[src/rtl/mrob_pkg.sv]
package mrob_pkg;

  typedef enum logic [1:0] {
    RK_NONE  = 2'd0,
    RK_DONE  = 2'd1,
    RK_FAULT = 2'd2
  } retire_kind_e;

  // Pointers carry one extra wrap bit above the index bits.
  function automatic logic ptrs_full(input logic [31:0] head, input logic [31:0] tail,
                                     input int idx_w);
    return (head ^ tail) == (32'd1 << idx_w);
  endfunction

  function automatic logic ptrs_empty(input logic [31:0] head, input logic [31:0] tail);
    return head == tail;
  endfunction

  function automatic logic slots_pending(input logic [31:0] used, input logic [31:0] written);
    return |(used & ~written);
  endfunction

  function automatic retire_kind_e classify(input logic valid, input logic fault,
                                            input logic pending);
    if (!valid)       return RK_NONE;
    else if (fault)   return RK_FAULT;
    else if (!pending) return RK_DONE;
    else              return RK_NONE;
  endfunction

endpackage

[src/rtl/mrob_ptrs.sv]
module mrob_ptrs
  import mrob_pkg::*;
#(
  parameter int IDX_W = 4
) (
  input  logic           clk,
  input  logic           rst_n,
  input  logic           push,
  input  logic           pop,
  input  logic           flush,
  output logic [IDX_W:0] head,
  output logic [IDX_W:0] tail,
  output logic           full,
  output logic           empty
);

  logic [IDX_W:0] head_nx;

  assign head_nx = head + 1'b1;
  assign full    = ptrs_full(32'(head), 32'(tail), IDX_W);
  assign empty   = ptrs_empty(32'(head), 32'(tail));

  always_ff @(posedge clk or negedge rst_n) begin
    if (!rst_n) begin
      head <= '0;
      tail <= '0;
    end else begin
      if (pop) head <= head_nx;
      if (flush)     tail <= head_nx;
      else if (push) tail <= tail + 1'b1;
    end
  end


  head_step_chk: assert property (@(posedge clk) disable iff (!rst_n)
    1'b1 |=> (head == $past(head) || head == $past(head) + 1'b1));


  flush_empty_chk: assert property (@(posedge clk) disable iff (!rst_n)
    flush |=> empty);


  full_hold_chk: assert property (@(posedge clk) disable iff (!rst_n)
    (full && !pop) |=> (tail == $past(tail)));

endmodule

[src/rtl/mrob_entry.sv]
module mrob_entry #(
  parameter int ADDR_W = 32,
  parameter int SLOTS  = 4,
  parameter int PTAG_W = 7,
  parameter int EXC_W  = 4
) (
  input  logic                    clk,
  input  logic                    rst_n,
  input  logic                    alloc_en,
  input  logic [ADDR_W-1:0]       alloc_addr,
  input  logic [SLOTS-1:0]        alloc_used,
  input  logic [SLOTS*PTAG_W-1:0] alloc_tags,
  input  logic [SLOTS-1:0]        wb_hit,
  input  logic                    exc_hit,
  input  logic [EXC_W-1:0]        exc_code,
  input  logic                    kill,
  output logic                    valid_q,
  output logic [ADDR_W-1:0]       addr_q,
  output logic [SLOTS-1:0]        used_q,
  output logic [SLOTS-1:0]        written_q,
  output logic [SLOTS*PTAG_W-1:0] tags_q,
  output logic                    exc_q,
  output logic [EXC_W-1:0]        code_q
);

  always_ff @(posedge clk or negedge rst_n) begin
    if (!rst_n) begin
      valid_q   <= 1'b0;
      addr_q    <= '0;
      used_q    <= '0;
      written_q <= '0;
      tags_q    <= '0;
      exc_q     <= 1'b0;
      code_q    <= '0;
    end else if (kill) begin
      valid_q <= 1'b0;
      exc_q   <= 1'b0;
    end else if (alloc_en) begin
      valid_q   <= 1'b1;
      addr_q    <= alloc_addr;
      used_q    <= alloc_used;
      written_q <= '0;
      tags_q    <= alloc_tags;
      exc_q     <= 1'b0;
      code_q    <= '0;
    end else if (valid_q) begin
      written_q <= written_q | wb_hit;
      if (exc_hit && !exc_q) begin
        exc_q  <= 1'b1;
        code_q <= exc_code;
      end
    end
  end


  fault_sticky_chk: assert property (@(posedge clk) disable iff (!rst_n)
    (exc_q && !kill) |=> (exc_q && $stable(code_q)));


  idle_no_fault_chk: assert property (@(posedge clk) disable iff (!rst_n)
    (!valid_q && !alloc_en) |=> !exc_q);

endmodule

[src/rtl/mrob_head_view.sv]
module mrob_head_view
  import mrob_pkg::*;
#(
  parameter int DEPTH  = 16,
  parameter int IDX_W  = 4,
  parameter int ADDR_W = 32,
  parameter int SLOTS  = 4,
  parameter int PTAG_W = 7,
  parameter int EXC_W  = 4
) (
  input  logic [IDX_W-1:0]        head_idx,
  input  logic [DEPTH-1:0]        e_valid,
  input  logic [DEPTH-1:0]        e_exc,
  input  logic [ADDR_W-1:0]       e_addr    [DEPTH],
  input  logic [SLOTS-1:0]        e_used    [DEPTH],
  input  logic [SLOTS-1:0]        e_written [DEPTH],
  input  logic [SLOTS*PTAG_W-1:0] e_tags    [DEPTH],
  input  logic [EXC_W-1:0]        e_code    [DEPTH],
  output logic [ADDR_W-1:0]       h_addr,
  output logic [SLOTS-1:0]        h_used,
  output logic [SLOTS-1:0]        h_written,
  output logic [SLOTS*PTAG_W-1:0] h_tags,
  output logic [EXC_W-1:0]        h_code,
  output retire_kind_e            h_kind
);

  always_comb begin
    h_addr    = e_addr[head_idx];
    h_used    = e_used[head_idx];
    h_written = e_written[head_idx];
    h_tags    = e_tags[head_idx];
    h_code    = e_code[head_idx];
    h_kind    = classify(e_valid[head_idx], e_exc[head_idx],
                         slots_pending(32'(h_used), 32'(h_written)));
  end

endmodule

[src/rtl/mrob_top.sv]
module mrob_top
  import mrob_pkg::*;
#(
  parameter int IDX_W  = 4,
  parameter int ADDR_W = 32,
  parameter int SLOTS  = 4,
  parameter int PTAG_W = 7,
  parameter int EXC_W  = 4,
  localparam int DEPTH  = 1 << IDX_W,
  localparam int SLOT_W = (SLOTS > 1) ? $clog2(SLOTS) : 1
) (
  input  logic                    clk,
  input  logic                    rst_n,
  input  logic                    alloc_valid,
  input  logic [ADDR_W-1:0]       alloc_addr,
  input  logic [SLOTS-1:0]        alloc_used,
  input  logic [SLOTS*PTAG_W-1:0] alloc_tags,
  output logic                    alloc_ready,
  output logic [IDX_W-1:0]        alloc_idx,
  input  logic                    wb_valid,
  input  logic [IDX_W-1:0]        wb_idx,
  input  logic [SLOT_W-1:0]       wb_slot,
  input  logic                    exc_valid,
  input  logic [IDX_W-1:0]        exc_idx,
  input  logic [EXC_W-1:0]        exc_code,
  output logic                    retire_valid,
  output logic [ADDR_W-1:0]       retire_addr,
  output logic [SLOTS-1:0]        retire_used,
  output logic [SLOTS*PTAG_W-1:0] retire_tags,
  output logic                    retire_exc,
  output logic [EXC_W-1:0]        retire_code,
  output logic                    flush,
  output logic                    full,
  output logic                    empty
);

  logic [IDX_W:0]          head, tail;
  logic                    push;
  logic [IDX_W-1:0]        head_idx;
  logic [DEPTH-1:0]        e_valid, e_exc;
  logic [ADDR_W-1:0]       e_addr    [DEPTH];
  logic [SLOTS-1:0]        e_used    [DEPTH];
  logic [SLOTS-1:0]        e_written [DEPTH];
  logic [SLOTS*PTAG_W-1:0] e_tags    [DEPTH];
  logic [EXC_W-1:0]        e_code    [DEPTH];
  logic [SLOTS-1:0]        head_written;
  logic [EXC_W-1:0]        head_code;
  retire_kind_e            head_kind;

  assign head_idx     = head[IDX_W-1:0];
  assign alloc_idx    = tail[IDX_W-1:0];
  assign retire_valid = (head_kind != RK_NONE);
  assign retire_exc   = (head_kind == RK_FAULT);
  assign flush        = retire_exc;
  assign retire_code  = retire_exc ? head_code : '0;
  assign alloc_ready  = !full && !flush;
  assign push         = alloc_valid && alloc_ready;

  mrob_ptrs #(.IDX_W(IDX_W)) u_ptrs (
    .clk   (clk),
    .rst_n (rst_n),
    .push  (push),
    .pop   (retire_valid),
    .flush (flush),
    .head  (head),
    .tail  (tail),
    .full  (full),
    .empty (empty)
  );

  for (genvar e = 0; e < DEPTH; e++) begin : g_entry
    logic             alloc_en_w, kill_w, exc_hit_w;
    logic [SLOTS-1:0] wb_hit_w;

    assign alloc_en_w = push && (alloc_idx == IDX_W'(e));
    assign kill_w     = flush || (retire_valid && head_idx == IDX_W'(e));
    assign exc_hit_w  = exc_valid && (exc_idx == IDX_W'(e));
    assign wb_hit_w   = (wb_valid && wb_idx == IDX_W'(e)) ? (SLOTS'(1) << wb_slot) : '0;

    mrob_entry #(
      .ADDR_W (ADDR_W),
      .SLOTS  (SLOTS),
      .PTAG_W (PTAG_W),
      .EXC_W  (EXC_W)
    ) u_entry (
      .clk        (clk),
      .rst_n      (rst_n),
      .alloc_en   (alloc_en_w),
      .alloc_addr (alloc_addr),
      .alloc_used (alloc_used),
      .alloc_tags (alloc_tags),
      .wb_hit     (wb_hit_w),
      .exc_hit    (exc_hit_w),
      .exc_code   (exc_code),
      .kill       (kill_w),
      .valid_q    (e_valid[e]),
      .addr_q     (e_addr[e]),
      .used_q     (e_used[e]),
      .written_q  (e_written[e]),
      .tags_q     (e_tags[e]),
      .exc_q      (e_exc[e]),
      .code_q     (e_code[e])
    );
  end

  mrob_head_view #(
    .DEPTH  (DEPTH),
    .IDX_W  (IDX_W),
    .ADDR_W (ADDR_W),
    .SLOTS  (SLOTS),
    .PTAG_W (PTAG_W),
    .EXC_W  (EXC_W)
  ) u_head_view (
    .head_idx  (head_idx),
    .e_valid   (e_valid),
    .e_exc     (e_exc),
    .e_addr    (e_addr),
    .e_used    (e_used),
    .e_written (e_written),
    .e_tags    (e_tags),
    .e_code    (e_code),
    .h_addr    (retire_addr),
    .h_used    (retire_used),
    .h_written (head_written),
    .h_tags    (retire_tags),
    .h_code    (head_code),
    .h_kind    (head_kind)
  );


  done_all_written_chk: assert property (@(posedge clk) disable iff (!rst_n)
    (retire_valid && !retire_exc) |-> ((retire_used & ~head_written) == '0));


  retire_needs_entry_chk: assert property (@(posedge clk) disable iff (!rst_n)
    retire_valid |-> !empty);

endmodule

[config.mk]
export PLATFORM = sky130hd
export DESIGN_NAME = mrob_top
export DESIGN_NICKNAME = d
export VERILOG_FILES = /design/src/rtl/mrob_pkg.sv /design/src/rtl/mrob_ptrs.sv /design/src/rtl/mrob_entry.sv /design/src/rtl/mrob_head_view.sv /design/src/rtl/mrob_top.sv
export SDC_FILE = /design/constraint.sdc
export NUM_CORES = 2
export LEC_CHECK = 0
export BUFFER_PORTS_ARGS = -buffer_cell sky130_fd_sc_hd__buf_2
export CORE_ASPECT_RATIO = 1.75
export CORE_MARGIN = 8
export CORE_UTILIZATION = 33
export CTS_BUF_LIST = sky130_fd_sc_hd__clkbuf_4
export DETAILED_ROUTE_END_ITERATION = 8
export GPL_ROUTABILITY_DRIVEN = 0
export GPL_TIMING_DRIVEN = 1
export HOLD_SLACK_MARGIN = 0.02
export PLACE_DENSITY = 0.56
export SETUP_SLACK_MARGIN = 0.02
export SKIP_CTS_REPAIR_TIMING = 1
export SYNTH_ARGS = -nofsm -noshare
export SYNTH_HDL_FRONTEND = slang
export SYNTH_SLANG_ARGS = --single-unit
[constraint.sdc]
create_clock -name clk -period 10.9 [get_ports clk]
set_input_delay 2.18 -clock clk [delete_from_list [all_inputs] [get_ports clk]]
set_output_delay 2.18 -clock clk [all_outputs]
set_load 0.01 [all_outputs]
### Word-level counts from Yosys, hierarchy flattened

Cells that the tools add are included.

* register bits: 1194
* latch bits: 0
* bits in writable memories: 0
* memory bits (read-only): 0
* input port bits: 83
* word-level logic and storage cells: 702
* memories: 0

* $add $sub $neg: 2
* multipliers: 0
* div/mod/pow operators: 0
* order comparisons: 2
* equality and inequality tests: 63
* shift operators: 1
* muxes and demuxes: 217
* bitwise logic cells: 36
* reductions and logical operators: 267

Operators by type and width (number)
* two-way mux 4 bit: 103
* binary-select mux 32 bit (select 4 bit): 1
* equality test 4 bit, second input constant: 32
* binary-select mux 28 bit (select 4 bit): 1
* nonzero test 2 bit: 50
* two-way mux 1 bit: 99
* AND reduction 2 bit: 48
* nonzero test 3 bit: 32
* logical AND 1 bit: 82
* equality test 4 x 3 -> 1 bit, second input constant: 16
* two-way mux 32 bit: 2
* bitwise OR 4 bit: 16
* two-way mux 28 bit: 2
* binary-select mux 4 bit (select 4 bit): 3
* AND reduction 3 bit: 16
* bitwise AND 4 x 32 -> 32 bit: 1
* equality test 32 x 5 -> 1 bit, second input constant: 1
* equality test 4 x 2 -> 1 bit, second input constant: 8
* NOT 4 -> 32 bit: 1
* OR reduction 32 bit: 1
* logical NOT 1 bit: 18
* equality test 4 x 1 -> 1 bit, second input constant: 4
* logical NOT 4 bit: 4
* logical OR 1 bit: 16
* 12 further kinds: 31

### Longest topological paths before layout

* depth after elaboration: 17
* mapped depth: 15
* mapped depth without buffers: 8

### By module

A second synthesis with hierarchy kept.

* cells, all modules: 3534
* area, all modules: 56830.8 µm²

Modules (own cells, without submodules)
* mrob_entry: instances 16, cells each 175, area each 2894.0 µm², seq. area each 1851.8 µm²
* mrob_head_view: instances 1, cells each 500, area each 8959.8 µm², seq. area each 0.0 µm²
* mrob_top: instances 1, cells each 182, area each 1008.5 µm², seq. area each 0.0 µm²
* mrob_ptrs: instances 1, cells each 52, area each 558.0 µm², seq. area each 250.2 µm²

### Least setup slack after synthesis

No wires, ideal clock.

* path kind: register -> output
* from: reg u_ptrs.head[0]
* to: out retire_addr[10]
* arrival: 2.908 ns
* required time: 8.720 ns
* slack: 5.812 ns
* cell stages (with the launch flop): 8
* cells stage by stage: dfrtp_1 > buf_6 > buf_6 > buf_2 > buf_1 > buf_1 > mux4_2 > mux4_2

* cells in the longest elaborated chain, start to end: 4

RTL lines
* start, declared: line mrob_ptrs.sv:11 `output logic [IDX_W:0] head,`
* start signal, assigned: line mrob_ptrs.sv:28 `if (pop) head <= head_nx;`
* NOT 4 -> 5 bit (not written as such): line mrob_head_view.sv:28 `h_addr = e_addr[head_idx];`
* binary-select mux 32 bit (select 4 bit): line mrob_head_view.sv:28
* two-way mux 32 bit (not written as such) (2 in a row): line mrob_head_view.sv:28
* end, declared: line mrob_top.sv:27 `output logic [ADDR_W-1:0] retire_addr,`

Every way passes these cells. The select of a mux whose other input is x is not followed.

### Final worst setup path

* from: reg u_ptrs.head[1]
* to: out retire_valid

* cells in the longest elaborated chain, start to end: 11
* elaborated cells on any way between the ends: 18
* those cells by class: mux: 13; bitwise: 3; reduce/logical: 2

RTL lines
* NOT 4 -> 5 bit (not written as such): line mrob_head_view.sv:29, mrob_head_view.sv:30
* binary-select mux 4 bit (select 4 bit): line mrob_head_view.sv:30 `h_written = e_written[head_idx];`
* two-way mux 4 bit (not written as such) (2 in a row): line mrob_head_view.sv:30
* NOT 4 -> 32 bit: line mrob_pkg.sv:20 `return |(used & ~written);`
* bitwise AND 4 x 32 -> 32 bit: line mrob_pkg.sv:20
* OR reduction 32 bit: line mrob_pkg.sv:20
* two-way mux 1 bit: line mrob_pkg.sv:27 `else if (!pending) return RK_DONE;`
* two-way mux 2 bit: line mrob_pkg.sv:26 `else if (fault) return RK_FAULT;`
* two-way mux 2 bit *: line mrob_pkg.sv:25 `if (!valid) return RK_NONE;`
* nonzero test 2 bit *: line mrob_top.sv:52 `assign retire_valid = (head_kind != RK_NONE);`
* end, declared: line mrob_top.sv:26 `output logic retire_valid,`

Every way passes the cells marked *; elsewhere a longest branch is shown, timed or not. The select of a mux whose other input is x is not followed.

==> run metrics <==
status finished clean; die area 182,000 sq um; pin count of the biggest net entering global routing 181; Syn Area/Cell 16.0 sq um; row count 199; Clock Latency Late Sink 1.25 ns; Power Dens Cells 313 nW/um^2; gr usage total 0.173; CP Data Arrival Time 5.52 ns; antenna viol nets, final 0; hold path depth 1; via/cell ratio 5.36; Tot Pwr 19.3 mW; cell count after placement 5,573; #FFs+latches synth 1,194; share of cells above drive strength 1 0.521; Slew headroom 0.240; Worst Reg2Reg Path Length in Cells 9; Syn. warnings 0; NetSw 6.52 mW; CP peak stage delay 0.79 ns; vias 32,600; Worst-path clk slew 0.08 ns; Area contributors post-synth dfrtp_1 54%, mux2_2 17%, mux4_2 15%, mux2_1 2.1%, mux2_4 1.9%; Starting DRT DRC Count 1,717; Nets 3,771; CP endpoint kind output pin; Fin Setup TNS 0 ns; Slew Viols, Final 0; Setup WS post-layout 3.20 ns; Sw Share 0.338; worst slew pin tran 1.13 ns; ys async rst share 1.00; initial core utilization 0.331; number of flops mapped to enable cells by yosys 0; CTS Buf Count 316; P&R area growth vs syn 11.2%; most frequent cell after synthesis dfrtp_1; Post-DP Area 57,900 sq um; top cells by count, synth 1,194 x dfrtp_1, 850 x mux2_2, 360 x mux4_2; library cells used by synthesis 66; DR pass1 iterations 5; Hold Path Class flip-flop to flip-flop; Max Fclk 0.130 GHz; CP Buf/Inv Count 3; pre-CTS setup slack 4.38 ns; final instance area 61,500 sq um; data required time of the worst path 8.72 ns; Port Buffer Count 160; post-synth top area share 0.540; critical path type flip-flop to output pin; Cell Chain, Critical Path buf_12 > mux4_2 > a22oi_1 > nand2_1 > a22oi_4 > and3_4 > nor2_1 > inv_1 > buf_2; Worst R2R Setup Slack 4.89 ns; reg2reg start u_ptrs.head[1]; reg2reg end g_entry[12].u_entry.addr_q[8]; RSZ-0062 raised after global routing no; Mapped Cells 3,455; Gate power share 0.408; clock power share 0.192; # clock sinks 1,194; Cell Area, Synth 55,300 sq um; Final Hold Violating Endpoints 0; Hold Path Origin g_entry[10].u_entry.tags_q[24]; CTS root buffer clkbuf_4; Final min period 7.70 ns; vias in the first global route 36,200; CTS tree done; top_reg_cell synth dfrtp_1; sequential share of power 0.399; core footprint 167,000 sq um; Hold Crit Endpoint g_entry[10].u_entry.tags_q[24]; syn nets 3,546; max-cap viol count 0; cell internal pwr 12.8 mW; leading area contributor after synthesis dfrtp_1; boundary pin count 161; clock buffer depth 4; DP HPWL 90.9 mm; setup violators final 0; Largest delay share family, worst path buffers and inverters; # DRC 0; grt ovf 0; CP Launch Type flip-flop; ratio of final minimum period to clock period 0.707; hold_ws 0.480 ns; die width 326 um; sequential share of the synthesized area 0.540; H-tree levels 5; non-filler cells, final 6,082; Die Ht 558 um; routed len/inst 25.8 um; Leak 26.5 nW; first-pass GRT wire length 240 mm; Worst Skew 0.0992 ns; post-layout util 0.368; Max VDD drop 0.000248 V; Slowest-stage cell, CP dfrtp_4; initial antenna violation count 36; final wirelength 157 mm; Max FO, Critical Path 149
-- cell families (layout without fill, tap and decap cells) --
family          Yosys count  count (layout)  share of synthesized area
mux                    1386            1386                      0.360
flops                  1194            1194                      0.540
buf+inv                 329             733                     0.0308
simple gates            296             296                     0.0313
compound gates          227             227                     0.0338
xor+xnor                 15              15                    0.00237
fa+ha+maj                 8               8                    0.00181
other cells               0              12                          0
-- worst reg2reg max path, stage by stage, from the launching register on --
cell and delay (ns):
dfrtp_4 0.79, buf_12 0.79, mux4_2 0.66, a22oi_1 0.17
nand2_1 0.17, a22oi_4 0.65, and3_4 0.55, a311o_2 0.89
buf_4 0.69, mux2_2 0.47
-- power by group through the flow --
stage          sequential (mW)  combinational, mW  clock, mW
2_1_floorplan             7.26               6.04          0
3_3_place_gp              7.70               7.99          0
3_5_place_dp              7.78               8.10          0
4_1_cts                   7.71               8.11       3.88
5_1_grt                   7.97               8.51       4.11
6_report                  7.70               7.88       3.71
-- worst max-delay path by stage --
stage / startpoint / cells past startpoint / slack, ns / endpoint
final: u_ptrs.head[1] / 9 / 3.20 / retire_valid
after global routing: u_ptrs.head[0] / 9 / 2.77 / retire_valid
after CTS: u_ptrs.head[1] / 9 / 2.94 / retire_valid
after detailed placement: u_ptrs.head[0] / 9 / 4.38 / retire_valid
after global placement: u_ptrs.head[0] / 9 / 4.27 / retire_valid
after floorplan: u_ptrs.head[0] / 7 / 5.81 / retire_addr[10]
-- layout by cell type, fill, tap and decap left out, drive strengths merged, types with 22 or more instances in the layout --
master | netlist | routed
a41oi | 52 | 52
clkbuf | 139 | 442
clkinv | 0 | 48
nand2 | 46 | 46
buf | 179 | 225
nor2 | 88 | 88
mux2 | 1025 | 1025
a22o | 67 | 67
nand4 | 22 | 22
dfrtp | 1194 | 1194
mux4 | 360 | 360
and2 | 28 | 28
-- state kept, by name, indices dropped and copies added (netlist names) --
register	flops
u_ptrs.head	5
g_entry.u_entry.addr_q	512
g_entry.u_entry.valid_q	16
g_entry.u_entry.written_q	64
g_entry.u_entry.code_q	64
g_entry.u_entry.used_q	64
g_entry.u_entry.tags_q	448
g_entry.u_entry.exc_q	16
u_ptrs.tail	5
-- per-layer routing --
layer	GRT usage	part of all wire
met4	0.0799	0.043
met3	0.0411	0.050
met2	0.295	0.51
met1	0.207	0.40
met5	0	0.0011
-- area by class of cell --
class	instances	area, sq um
antenna	12	30.0
clock buffer	442	3320
clock inverter	55	270
fill	16100	106000
inverter	11	41.3
multi-input combinational	1932	23800
sequential	1194	29900
tap	2211	2770
timing repair buffer	225	1400
Power figures use the tool's default switching activity.
